File: src/rtl/bufpwm_pkg.sv
package bufpwm_pkg;
  typedef enum logic [2:0] {
    A_MOD  = 3'd0,
    A_CMP0 = 3'd1,
    A_CMP1 = 3'd2,
    A_CTL0 = 3'd3,
    A_CTL1 = 3'd4,
    A_IEN  = 3'd5,
    A_FCLR = 3'd6,
    A_GPIO = 3'd7
  } reg_addr_e;

  typedef struct packed {
    logic clr;   // 1: drive low on match, 0: drive high on match
    logic toov;  // toggle on wrap
  } ch_ctl_t;
endpackage

File: src/rtl/bufpwm_counter.sv
module bufpwm_counter #(
  parameter int CNT_W = 8
) (
  input  logic             clk,
  input  logic             rst_n,
  input  logic             cnt_en,
  input  logic [CNT_W-1:0] modulo,
  output logic [CNT_W-1:0] cnt,
  output logic             ovf
);
  logic [CNT_W-1:0] cnt_nxt;

  assign ovf = cnt_en && (cnt >= modulo);

  always_comb begin
    cnt_nxt = cnt;
    if (cnt_en) begin
      if (ovf) cnt_nxt = '0;
      else     cnt_nxt = cnt + 1'b1;
    end
  end

  always_ff @(posedge clk or negedge rst_n) begin
    if (!rst_n) cnt <= '0;
    else        cnt <= cnt_nxt;
  end

  assert_wrap_R1: assert property (@(posedge clk) disable iff (!rst_n)
    ovf |=> (cnt == '0));
  assert_freeze_R2: assert property (@(posedge clk) disable iff (!rst_n)
    !cnt_en |=> $stable(cnt));
endmodule

File: src/rtl/bufpwm_select.sv
module bufpwm_select (
  input  logic clk,
  input  logic rst_n,
  input  logic link,
  input  logic ovf,
  input  logic wr_cmp0,
  input  logic wr_cmp1,
  output logic sel
);
  logic pend, pend_nxt, sel_nxt;
  logic wr_inactive, wr_active, pend_w;

  always_comb begin
    wr_inactive = sel ? wr_cmp0 : wr_cmp1;
    wr_active   = sel ? wr_cmp1 : wr_cmp0;
    pend_w      = pend;
    if (wr_inactive)    pend_w = 1'b1;
    else if (wr_active) pend_w = 1'b0;
    sel_nxt  = sel;
    pend_nxt = pend_w;
    if (!link) begin
      sel_nxt  = 1'b0;
      pend_nxt = 1'b0;
    end else if (ovf && pend_w) begin
      sel_nxt  = ~sel;
      pend_nxt = 1'b0;
    end
  end

  always_ff @(posedge clk or negedge rst_n) begin
    if (!rst_n) begin
      sel  <= 1'b0;
      pend <= 1'b0;
    end else begin
      sel  <= sel_nxt;
      pend <= pend_nxt;
    end
  end

  assert_swap_at_wrap_R6: assert property (@(posedge clk) disable iff (!rst_n)
    (link && !ovf) |=> (sel == $past(sel)) || !link);
endmodule

File: src/rtl/bufpwm_channel.sv
module bufpwm_channel
  import bufpwm_pkg::*;
#(
  parameter int CNT_W = 8
) (
  input  logic             clk,
  input  logic             rst_n,
  input  logic             cnt_en,
  input  logic [CNT_W-1:0] cnt,
  input  logic [CNT_W-1:0] cmp,
  input  logic             ovf,
  input  ch_ctl_t          ctl,
  output logic             pin
);
  logic match, level, pin_nxt;

  assign match = cnt_en && (cnt == cmp);
  assign level = ~ctl.clr;

  always_comb begin
    pin_nxt = pin;
    if (match)            pin_nxt = level;
    if (ovf && ctl.toov)  pin_nxt = ~pin_nxt;
  end

  always_ff @(posedge clk or negedge rst_n) begin
    if (!rst_n) pin <= 1'b0;
    else        pin <= pin_nxt;
  end

  assert_cmp_clear_R3: assert property (@(posedge clk) disable iff (!rst_n)
    (match && !ovf && ctl.clr) |=> !pin);
  assert_cmp_set_R3: assert property (@(posedge clk) disable iff (!rst_n)
    (match && !ovf && !ctl.clr) |=> pin);
endmodule

File: src/rtl/bufpwm_timer.sv
module bufpwm_timer
  import bufpwm_pkg::*;
#(
  parameter int CNT_W = 8
) (
  input  logic             clk,
  input  logic             rst_n,
  input  logic             cnt_en,
  input  logic             wr_en,
  input  logic [2:0]       wr_addr,
  input  logic [CNT_W-1:0] wr_data,
  output logic             pwm_out,
  output logic             ch1_out,
  output logic             irq
);
  localparam int NCH = 2;

  logic [CNT_W-1:0] mod_q, cmp0_q, cmp1_q;
  ch_ctl_t          ctl0_q, ctl1_q;
  logic             link_q, ien_q, gpio_q, flag_q, flag_nxt;
  logic [CNT_W-1:0] cnt;
  logic             ovf, sel;
  logic             wr_mod, wr_cmp0, wr_cmp1, wr_ctl0, wr_ctl1, wr_ien, wr_fclr, wr_gpio;
  logic [CNT_W-1:0] ch_cmp [NCH];
  ch_ctl_t          ch_ctl [NCH];
  logic [NCH-1:0]   ch_pin;

  assign wr_mod  = wr_en && (wr_addr == A_MOD);
  assign wr_cmp0 = wr_en && (wr_addr == A_CMP0);
  assign wr_cmp1 = wr_en && (wr_addr == A_CMP1);
  assign wr_ctl0 = wr_en && (wr_addr == A_CTL0);
  assign wr_ctl1 = wr_en && (wr_addr == A_CTL1);
  assign wr_ien  = wr_en && (wr_addr == A_IEN);
  assign wr_fclr = wr_en && (wr_addr == A_FCLR);
  assign wr_gpio = wr_en && (wr_addr == A_GPIO);

  always_ff @(posedge clk or negedge rst_n) begin
    if (!rst_n) begin
      mod_q  <= '0;
      cmp0_q <= '0;
      cmp1_q <= '0;
      ctl0_q <= '0;
      ctl1_q <= '0;
      link_q <= 1'b0;
      ien_q  <= 1'b0;
      gpio_q <= 1'b0;
    end else begin
      if (wr_mod)  mod_q  <= wr_data;
      if (wr_cmp0) cmp0_q <= wr_data;
      if (wr_cmp1) cmp1_q <= wr_data;
      if (wr_ctl0) begin
        ctl0_q <= '{clr: wr_data[1], toov: wr_data[0]};
        link_q <= wr_data[2];
      end
      if (wr_ctl1) ctl1_q <= '{clr: wr_data[1], toov: wr_data[0]};
      if (wr_ien)  ien_q  <= wr_data[0];
      if (wr_gpio) gpio_q <= wr_data[0];
    end
  end

  always_comb begin
    flag_nxt = flag_q;
    if (wr_fclr && wr_data[0]) flag_nxt = 1'b0;
    if (ovf)                   flag_nxt = 1'b1;
  end

  always_ff @(posedge clk or negedge rst_n) begin
    if (!rst_n) flag_q <= 1'b0;
    else        flag_q <= flag_nxt;
  end

  bufpwm_counter #(.CNT_W(CNT_W)) u_cnt (
    .clk(clk), .rst_n(rst_n), .cnt_en(cnt_en), .modulo(mod_q),
    .cnt(cnt), .ovf(ovf)
  );

  bufpwm_select u_sel (
    .clk(clk), .rst_n(rst_n), .link(link_q), .ovf(ovf),
    .wr_cmp0(wr_cmp0), .wr_cmp1(wr_cmp1), .sel(sel)
  );

  assign ch_cmp[0] = (link_q && sel) ? cmp1_q : cmp0_q;
  assign ch_cmp[1] = cmp1_q;
  assign ch_ctl[0] = ctl0_q;
  assign ch_ctl[1] = ctl1_q;

  for (genvar i = 0; i < NCH; i++) begin : g_ch
    bufpwm_channel #(.CNT_W(CNT_W)) u_ch (
      .clk(clk), .rst_n(rst_n), .cnt_en(cnt_en), .cnt(cnt),
      .cmp(ch_cmp[i]), .ovf(ovf), .ctl(ch_ctl[i]), .pin(ch_pin[i])
    );
  end

  assign pwm_out = ch_pin[0];
  assign ch1_out = link_q ? gpio_q : ch_pin[1];
  assign irq     = flag_q & ien_q;

  assert_link_start_R5: assert property (@(posedge clk) disable iff (!rst_n)
    $rose(link_q) |-> !sel);
  assert_pin_hold_R2: assert property (@(posedge clk) disable iff (!rst_n)
    !cnt_en |=> $stable(pwm_out));
  assert_flag_set_R10: assert property (@(posedge clk) disable iff (!rst_n)
    ovf |=> flag_q);
  assert_flag_hold_R10: assert property (@(posedge clk) disable iff (!rst_n)
    (flag_q && !wr_fclr) |=> flag_q);
endmodule

File: config.mk
export PLATFORM = sky130hd
export DESIGN_NAME = bufpwm_timer
export DESIGN_NICKNAME = d
export VERILOG_FILES = /design/src/rtl/bufpwm_pkg.sv /design/src/rtl/bufpwm_counter.sv /design/src/rtl/bufpwm_select.sv /design/src/rtl/bufpwm_channel.sv /design/src/rtl/bufpwm_timer.sv
export SDC_FILE = /design/constraint.sdc
export NUM_CORES = 1
export LEC_CHECK = 0
export BUFFER_PORTS_ARGS = -buffer_cell sky130_fd_sc_hd__buf_2
export CAP_MARGIN = 5
export CORE_ASPECT_RATIO = 1.1
export CORE_MARGIN = 1
export CORE_UTILIZATION = 45
export CTS_CLUSTER_DIAMETER = 150
export DETAILED_ROUTE_END_ITERATION = 7
export GPL_TIMING_DRIVEN = 0
export PLACE_DENSITY = 0.67
export SYNTH_ARGS = -nofsm -noshare
export SYNTH_HDL_FRONTEND = slang
export SYNTH_HIERARCHICAL = 1
export SYNTH_SLANG_ARGS = --single-unit
File: constraint.sdc
create_clock -name clk -period 2.8 [get_ports clk]
set_input_delay 0.14 -clock clk [delete_from_list [all_inputs] [get_ports clk]]
set_output_delay 0.14 -clock clk [all_outputs]
set_load 0.02 [all_outputs]
Yosys cells after proc, flatten, opt, wreduce, memory -nomap -nowiden
Index checks and enable logic that the tools add are counted.

Flip-flop bits (word level): 44. Output and inout port bits: 3. Word-level logic and storage cells: 69.

$add $sub $neg: 1. Magnitude comparators: 1. Equal/unequal tests: 10. Mux-type cells: 17. Bitwise logic cells: 6. Reduce and logical (&&, ||, !) cells: 18.

Operators by type and width (count): equality test 8 bit (2); logical AND 1 bit (16); 2-to-1 mux 8 bit (2); 2-to-1 mux 1 bit (15); equality test 3 bit (second input constant) (4); adder 8 x 1 -> 8 bit (second input constant) (1); >= comparator 8 bit (1); equality test 3 x 2 -> 1 bit (second input constant) (2); NOT 1 bit (5); equality test 3 x 1 -> 1 bit (second input constant) (1); logical NOT 3 bit (1); inequality test 2 x 1 -> 1 bit (second input constant) (1); nonzero test 2 bit (1); bitwise AND 1 bit (1).

Longest topological paths before layout
Gate-level depths: netlist of run 1.

Depth in word-level cells: 8. Mapped depth: 10. Depth with buffers taken out: 10.

By module
The synthesis of run 1 kept the hierarchy.

By module, submodules not included: bufpwm_timer (instances 1, cells each 86, area each 1385.1 µm²); bufpwm_counter (instances 1, cells each 68, area each 594.3 µm²); bufpwm_channel (instances 2, cells each 20, area each 181.4 µm²); bufpwm_select (instances 1, cells each 12, area each 117.6 µm²).

Worst setup path after synthesis of run 1
No wires, ideal clock.

Path kind: reg-to-reg. Start: register u_cnt.cnt[2]. End: register g_ch[1].u_ch.pin. Setup time: 0.067 ns. Arrival time: 2.107 ns. Data required time: 2.733 ns. Slack: 0.626 ns. Cell stages (with the launch flop): 10. Buffers on the path: 0. Period minus slack after synthesis: 2.174 ns. Cells stage by stage: dfrtp_1 > ha_1 > nand2_1 > o21ai_1 > a211oi_4 > nor2b_2 > nand2_1 > or2_2 > a32oi_1 > nand2b_1.

Longest elaborated chain between the ends: 5. Elaborated cells between the ends (all ways): 8. Classes of those cells: 1 x order compare; 1 x eq/ne; 2 x mux; 1 x bitwise; 3 x reduce/logical.

RTL lines: start: declaration (RTL line bufpwm_counter.sv:8) `output logic [CNT_W-1:0] cnt,`; start signal: assignment (RTL line bufpwm_counter.sv:25) `else cnt <= cnt_nxt;`; parallel branches: the longest is 4 deep, another holds >= comparator 8 bit; 2-to-1 mux 1 bit (*) (RTL line bufpwm_channel.sv:23) `if (ovf && ctl.toov) pin_nxt = ~pin_nxt;`; net g_ch[1].u_ch.pin_nxt (RTL line bufpwm_channel.sv:15) `logic match, level, pin_nxt;`; end signal: assignment (RTL line bufpwm_channel.sv:28) `else pin <= pin_nxt;`; end: declaration (RTL line bufpwm_channel.sv:13) `output logic pin`.

Mark *: on every way through the listed nets, which the timed path passes. A chain may end at the register's enable or synchronous reset.

Final worst setup path of run 1
Start: register u_cnt.cnt[2]. End: register u_sel.sel.

Longest elaborated chain between the ends: 4.

RTL lines: >= comparator 8 bit (RTL line bufpwm_counter.sv:13) `assign ovf = cnt_en && (cnt >= modulo);`; logical AND 1 bit (RTL line bufpwm_counter.sv:13); logical AND 1 bit (RTL line bufpwm_select.sv:24) `end else if (ovf && pend_w) begin`; inequality test 2 x 1 -> 1 bit (no source line); end signal: assignment (RTL line bufpwm_select.sv:35) `sel <= sel_nxt;`; end: declaration (RTL line bufpwm_select.sv:8) `output logic sel`.

Every way passes these cells.

==> results.cfg, run 1 <==
[floorplan]
die-height_um = 79.5
initial_core_util = 0.479
core_region_area_um2 = 5130
rows = 27
ioPinCount = 18
die_w_um = 72.5
fp.dieArea_um2 = 5770

[cells_and_area]
final_layout_size_suffix_gt1_frac = 0.345
area_delta_synth_final_pct = 11.3
antenna_cells = 0
fin_util = 0.533
fin_nets = 254

[synthesis]
synth.most_common_cell = dfrtp_1
yosysTopAreaCell = dfrtp_1
syn_area_um2 = 2460
yosysTopAreaCellShare = 0.448
async_flop_share = 1.00
synth-seq-cells = 44
synth.area.top_cells = dfrtp_1 (45%), mux2_2 (18%), xor2_1 (6.1%)
ys.flop_type = dfrtp_1
syn_nets = 230
synth.distinct_cells = 40
synth_edf_count = 0
syn_area_per_cell_um2 = 11.9
synthCells = 206
synth-warning-count = 6
yosys-top-cells-count = dfrtp_1 (44), mux2_2 (40), xor2_1 (17)
ys_seq_area_frac = 0.448

[clock_network]
cts-htree-levels = 2
clk_latency_ns = 0.29
hold_buffers = 0
cts_tree = built
root_buffer = clkbuf_8
clk_path_buf_depth = 2
cts_made_buffers = 5
cts.clk_slew.worst_paths_ns = 0.08
cts_num_sinks = 44

[place]
hpwl_mm = 3.33
port_buffers = 17
dpl_worst_slack_ns = 0.242
place_congestion = 0.733

[sta]
final-hold-violation-count = 0
period_needed_ns = 2.40
skew_ns = 0.00548
worst_slew_pin_slew_ns = 1.00
final-max-slew-violation-count = 0
setup_viol = 0
finalSetupTns_ns = 0
layout_setup_ws_ns = 0.397
rsz0062_at_grt = no
max_clock_freq_mhz = 416
slew-limit-headroom = 0.330
fin_crit_sh = 0.858

[critical_path]
crit_arrival_ns = 2.58
worst-path-max-fanout = 16
crit_type = register to register
startpoint_type = register
worstPathRequired_ns = 2.98
worstSetupEndpointType = register

[pwr]
p_leak_uw = 0.00123
power_uw = 2150
vdd_drop_max_mv = 0.296
power_density_nw_per_um2 = 784

[status]
status = finished, final reports clean

[global_route]
grt_pass1_wl_mm = 7.93
grt_usage = 0.182
grt_max_degree = 45
grt_overflow = 0
grt_pass1_vias = 1582
antenna_found_initial = 0

[detailed_routing]
ant_nets = 0
routedWlPerCell_um = 15.6
drtIter0Drc = 88
drc = 0
avgViaCountPerCell = 5.37
vias = 1617
firstDrtPassIters = 4
drt_wl_total_mm = 4.70

[hold_path]
hold_class = primary input to asynchronous set/reset pin

[job]
drv_cap = 0
[worst max-delay path, cell delays in order (launching register included)]
cell	delay, ns
dfrtp_1	0.47
ha_1	0.36
a211oi_2	0.22
o21ai_1	0.14
a211oi_4	0.40
nor2b_4	0.16
mux2i_1	0.17
a31oi_1	0.06
o31a_1	0.30
[repair_timing]
action,4_1_cts,5_1_grt
buffers inserted,0,0
gates resized for setup,0,1
endpoints found under the setup margin,0,1
[worst paths after layout]
kind	end	depth (start not counted)	from	slack, ns
setup / recovery	u_sel/sel	8	u_cnt/cnt[2]	0.40
hold / removal	cmp1_q[0]	1	rst_n	0.006
max in group asynchronous	u_cnt/cnt[0]	1	rst_n	2.16
setup reg to reg	u_sel/sel	8	u_cnt/cnt[2]	0.40
hold reg to reg	cmp0_q[7]	1	cmp0_q[7]	0.51
min in group clk	cmp1_q[5]	2	wr_data[5]	0.11
[sequential cells by signal (all words and copies together), names as in the netlist]
register and flops:
gpio_q 1, cmp1_q 8, mod_q 8, u_sel/sel 1, flag_q 1, u_cnt/cnt 8
ien_q 1, u_sel/pend 1, link_q 1, cmp0_q 8, ch_ctl 4, g_ch.u_ch/pin 2
[through the flow]
stage | area (um2) | hold slack, ns | instances
6_report | 2740 | 0.00583 | 301
5_1_grt | 2740 | 0.0842 | 301
2_1_floorplan | 2460 | -0.156 | 206
4_1_cts | 2730 | 0.0467 | 301
3_3_place_gp | 2640 | 0.367 | 295
3_5_place_dp | 2640 | 0.366 | 295
[cell usage in the layout, fill, tap and decap left out, drive strengths merged, types with 4 or more instances in the layout]
cell type | netlist | final
dfrtp | 44 | 44
mux2 | 40 | 40
buf | 3 | 20
xor2 | 17 | 17
nand2 | 11 | 11
inv | 11 | 11
nor2 | 10 | 10
ha | 9 | 9
o21ai | 8 | 8
clkbuf | 0 | 5
and3 | 4 | 4
nand3 | 4 | 4
[cell families (layout without fill, tap and decap cells)]
| logic type | Yosys count | in the layout | synth area share |
|---|---|---|---|
| AND/OR/NAND/NOR | 57 | 57 | 0.158 |
| flip-flops | 44 | 44 | 0.448 |
| multiplexers | 41 | 41 | 0.187 |
| AO/OA/AOI/OAI | 21 | 21 | 0.0631 |
| XOR/XNOR | 20 | 20 | 0.0712 |
| buffers and inverters | 14 | 37 | 0.0275 |
| adder cells (fa/ha/maj) | 9 | 9 | 0.0458 |
[routing by layer]
| metal | vias up | share of wire | global-route usage |
|---|---|---|---|
| li1 | 784 | - | - |
| met1 | 815 | 0.48 | 0.247 |
| met2 | 14 | 0.49 | 0.293 |
| met3 | 4 | 0.020 | 0.0379 |
| met4 | 0 | 0.010 | 0.0529 |
| met5 | - | 0 | 0 |
[where the power goes]
| part | internal [uW] | switching (uW) |
|---|---|---|
| logic | 348 | 378 |
| clock network | 256 | 206 |
| registers | 795 | 164 |
| total | 1400 | 748 |
[final cells by class]
class | count | area (um2)
Sequential cell | 44 | 1100
Inverter | 11 | 41.3
Clock inverter | 1 | 30.0
Tap cell | 72 | 90.1
Fill cell | 463 | 2400
Multi-Input combinational cell | 148 | 1300
Clock buffer | 5 | 68.8
Buffer | 3 | 26.3
Timing Repair Buffer | 17 | 85.1
Power figures use the tool's default switching activity.
==> run 2, diff against run 1 <==
--- a/config.mk
+++ b/config.mk
@@ -13,8 +13,7 @@
 export CTS_CLUSTER_DIAMETER = 150
 export DETAILED_ROUTE_END_ITERATION = 7
 export GPL_TIMING_DRIVEN = 0
-export PLACE_DENSITY = 0.67
+export PLACE_DENSITY = 0.68
 export SYNTH_ARGS = -nofsm -noshare
 export SYNTH_HDL_FRONTEND = slang
-export SYNTH_HIERARCHICAL = 1
 export SYNTH_SLANG_ARGS = --single-unit
==> results.cfg, run 2 <==
[sta]
final-max-slew-violation-count = 0
finalSetupTns_ns = 0
skew_ns = 0.00617
worst_slew_pin_slew_ns = 0.989
slew-limit-headroom = 0.341
period_needed_ns = 2.20
final-hold-violation-count = 0
max_clock_freq_mhz = 455
rsz0062_at_grt = no
setup_viol = 0
fin_crit_sh = 0.786

[detailed_routing]
drt_wl_total_mm = 4.43
firstDrtPassIters = 6
routedWlPerCell_um = 15.0
drc = 1
ant_nets = 0
drtIter0Drc = 85
vias = 1597
avgViaCountPerCell = 5.40

[cells_and_area]
final_area_um2 = 2560
final_common_cell = dfrtp_1
fin_nets = 261
fin_util = 0.516
antenna_cells = 0
final_layout_size_suffix_gt1_frac = 0.265
area_delta_synth_final_pct = 10.8
final_cell_mix = dfrtp_1 (44), mux2_2 (24), buf_2 (21)
stdcell_count = 296

[global_route]
grt_overflow = 0
grt_max_degree = 45
grt_pass1_vias = 1545
grt_pass1_wl_mm = 7.69
grt_usage = 0.183
antenna_found_initial = 0

[floorplan]
core_region_area_um2 = 4970
die-height_um = 77.2
fp.dieArea_um2 = 5430
die_w_um = 70.3
rows = 27
initial_core_util = 0.466
ioPinCount = 18

[pwr]
power_density_nw_per_um2 = 758
p_leak_uw = 0.00116
power_uw = 1940
vdd_drop_max_mv = 0.238

[clock_network]
clk_latency_ns = 0.29
cts_tree = built
hold_buffers = 0
cts.clk_slew.worst_paths_ns = 0.08
post-cts-setup-buffers = 0
cts_made_buffers = 5
cts_resized = 0
cts_num_sinks = 44
cts-htree-levels = 2
clk_path_buf_depth = 2
root_buffer = clkbuf_8

[synthesis]
synth.area.top_cells = dfrtp_1 (48%), mux2_2 (12%), xnor2_1 (5.3%)
syn_area_per_cell_um2 = 10.9
ys.flop_type = dfrtp_1
syn_nets = 237
yosys-top-cells-count = dfrtp_1 (44), mux2_2 (24), nand2_1 (18)
yosysTopAreaCell = dfrtp_1
synth.distinct_cells = 42
synthCells = 213
syn_area_um2 = 2310
ys_seq_area_frac = 0.476
synth.most_common_cell = dfrtp_1
synth-seq-cells = 44
synth-warning-count = 0
yosysTopAreaCellShare = 0.476
async_flop_share = 1.00
synth_edf_count = 0

[critical_path]
r2r_start = u_cnt.cnt[0]
worstPathRequired_ns = 2.97
crit_start = u_cnt.cnt[0]
worst-path-max-fanout = 10
r2r-end = u_sel.sel
worstSetupEndpointType = register
crit_arrival_ns = 2.37
crit_type = register to register
startpoint_type = register
worstRegToRegCells = 9
reg2reg_slack_ns = 0.60

[status]
status = finished, violations left
violations = design-rule violations

[hold_path]
hold_class = primary input to asynchronous set/reset pin

[place]
port_buffers = 17
place_inst = 288
hpwl_mm = 3.30
dpl_cell_area_um2 = 2470
place_congestion = 0.793

[job]
drv_cap = 0
==> run 2: cell types whose count changed after synthesis, sizes merged, moves of 7 or more <==
cell / before / now
nand2: 11 / 20
o21ai: 8 / 15
xnor2: 3 / 14
xor2: 17 / 2
mux2: 40 / 24
==> run 2: worst max path at each step <==
stage	end	slack (ns)
after floorplan	u_sel.sel	0.83
after global placement	u_sel.sel	0.63
after detailed placement	u_sel.sel	0.60
after CTS	u_sel.sel	0.60
after global routing	g_ch[0].u_ch.pin	0.47
final	u_sel.sel	0.60
==> run 2: power by group <==
group	internal, uW	switching (uW)	leakage [uW]	total, uW
Combinational	314	319	0.000568	632
Clock	197	204	0.0000510	401
Sequential	787	122	0.000541	910
==> run 2: through the flow <==
stage / setup slack, ns / hold WS [ns]
after floorplan: 0.833 / -0.156
after global placement: 0.630 / 0.357
after detailed placement: 0.597 / 0.366
after CTS: 0.595 / 0.0419
after global routing: 0.466 / 0.0917
final: 0.600 / 0.0107
==> run 2: metal layers <==
layer	routed length, um	vias to the layer above	GRT usage
met5	0	-	0
met4	35	0	0.0660
met3	154	2	0.0302
met2	2170	28	0.290
met1	2070	780	0.251
li1	-	787	-
==> run 2: layout make-up <==
class                      count  area [um2]
clock buffer                   6        82.6
fill                         479        2400
sequential                    44        1100
timing repair buffer          17        85.1
inverter                      14        52.6
clock inverter                 2        10.0
tap                           58        72.6
multi-input combinational    147        1110
buffer                         8        43.8
==> run 2: cell families (layout without fill, tap and decap cells) <==
| group | Yosys count | after routing | synth area share |
|---|---|---|---|
| AND/OR/NAND/NOR | 61 | 61 | 0.137 |
| buffers and inverters | 22 | 47 | 0.0417 |
| adder cells (fa/ha/maj) | 9 | 9 | 0.0487 |
| AO/OA/AOI/OAI | 33 | 33 | 0.101 |
| multiplexers | 28 | 28 | 0.134 |
| XOR/XNOR | 16 | 16 | 0.0606 |
| flip-flops | 44 | 44 | 0.476 |
==> run 2: critical path, cell delays in order (launching register included) <==
cell	delay (ns)
dfrtp_1	0.47
inv_1	0.11
ha_1	0.27
nand2b_1	0.17
a2111oi_2	0.42
o41ai_2	0.16
and2_1	0.18
buf_6	0.14
o21ai_2	0.06
o211ai_2	0.10
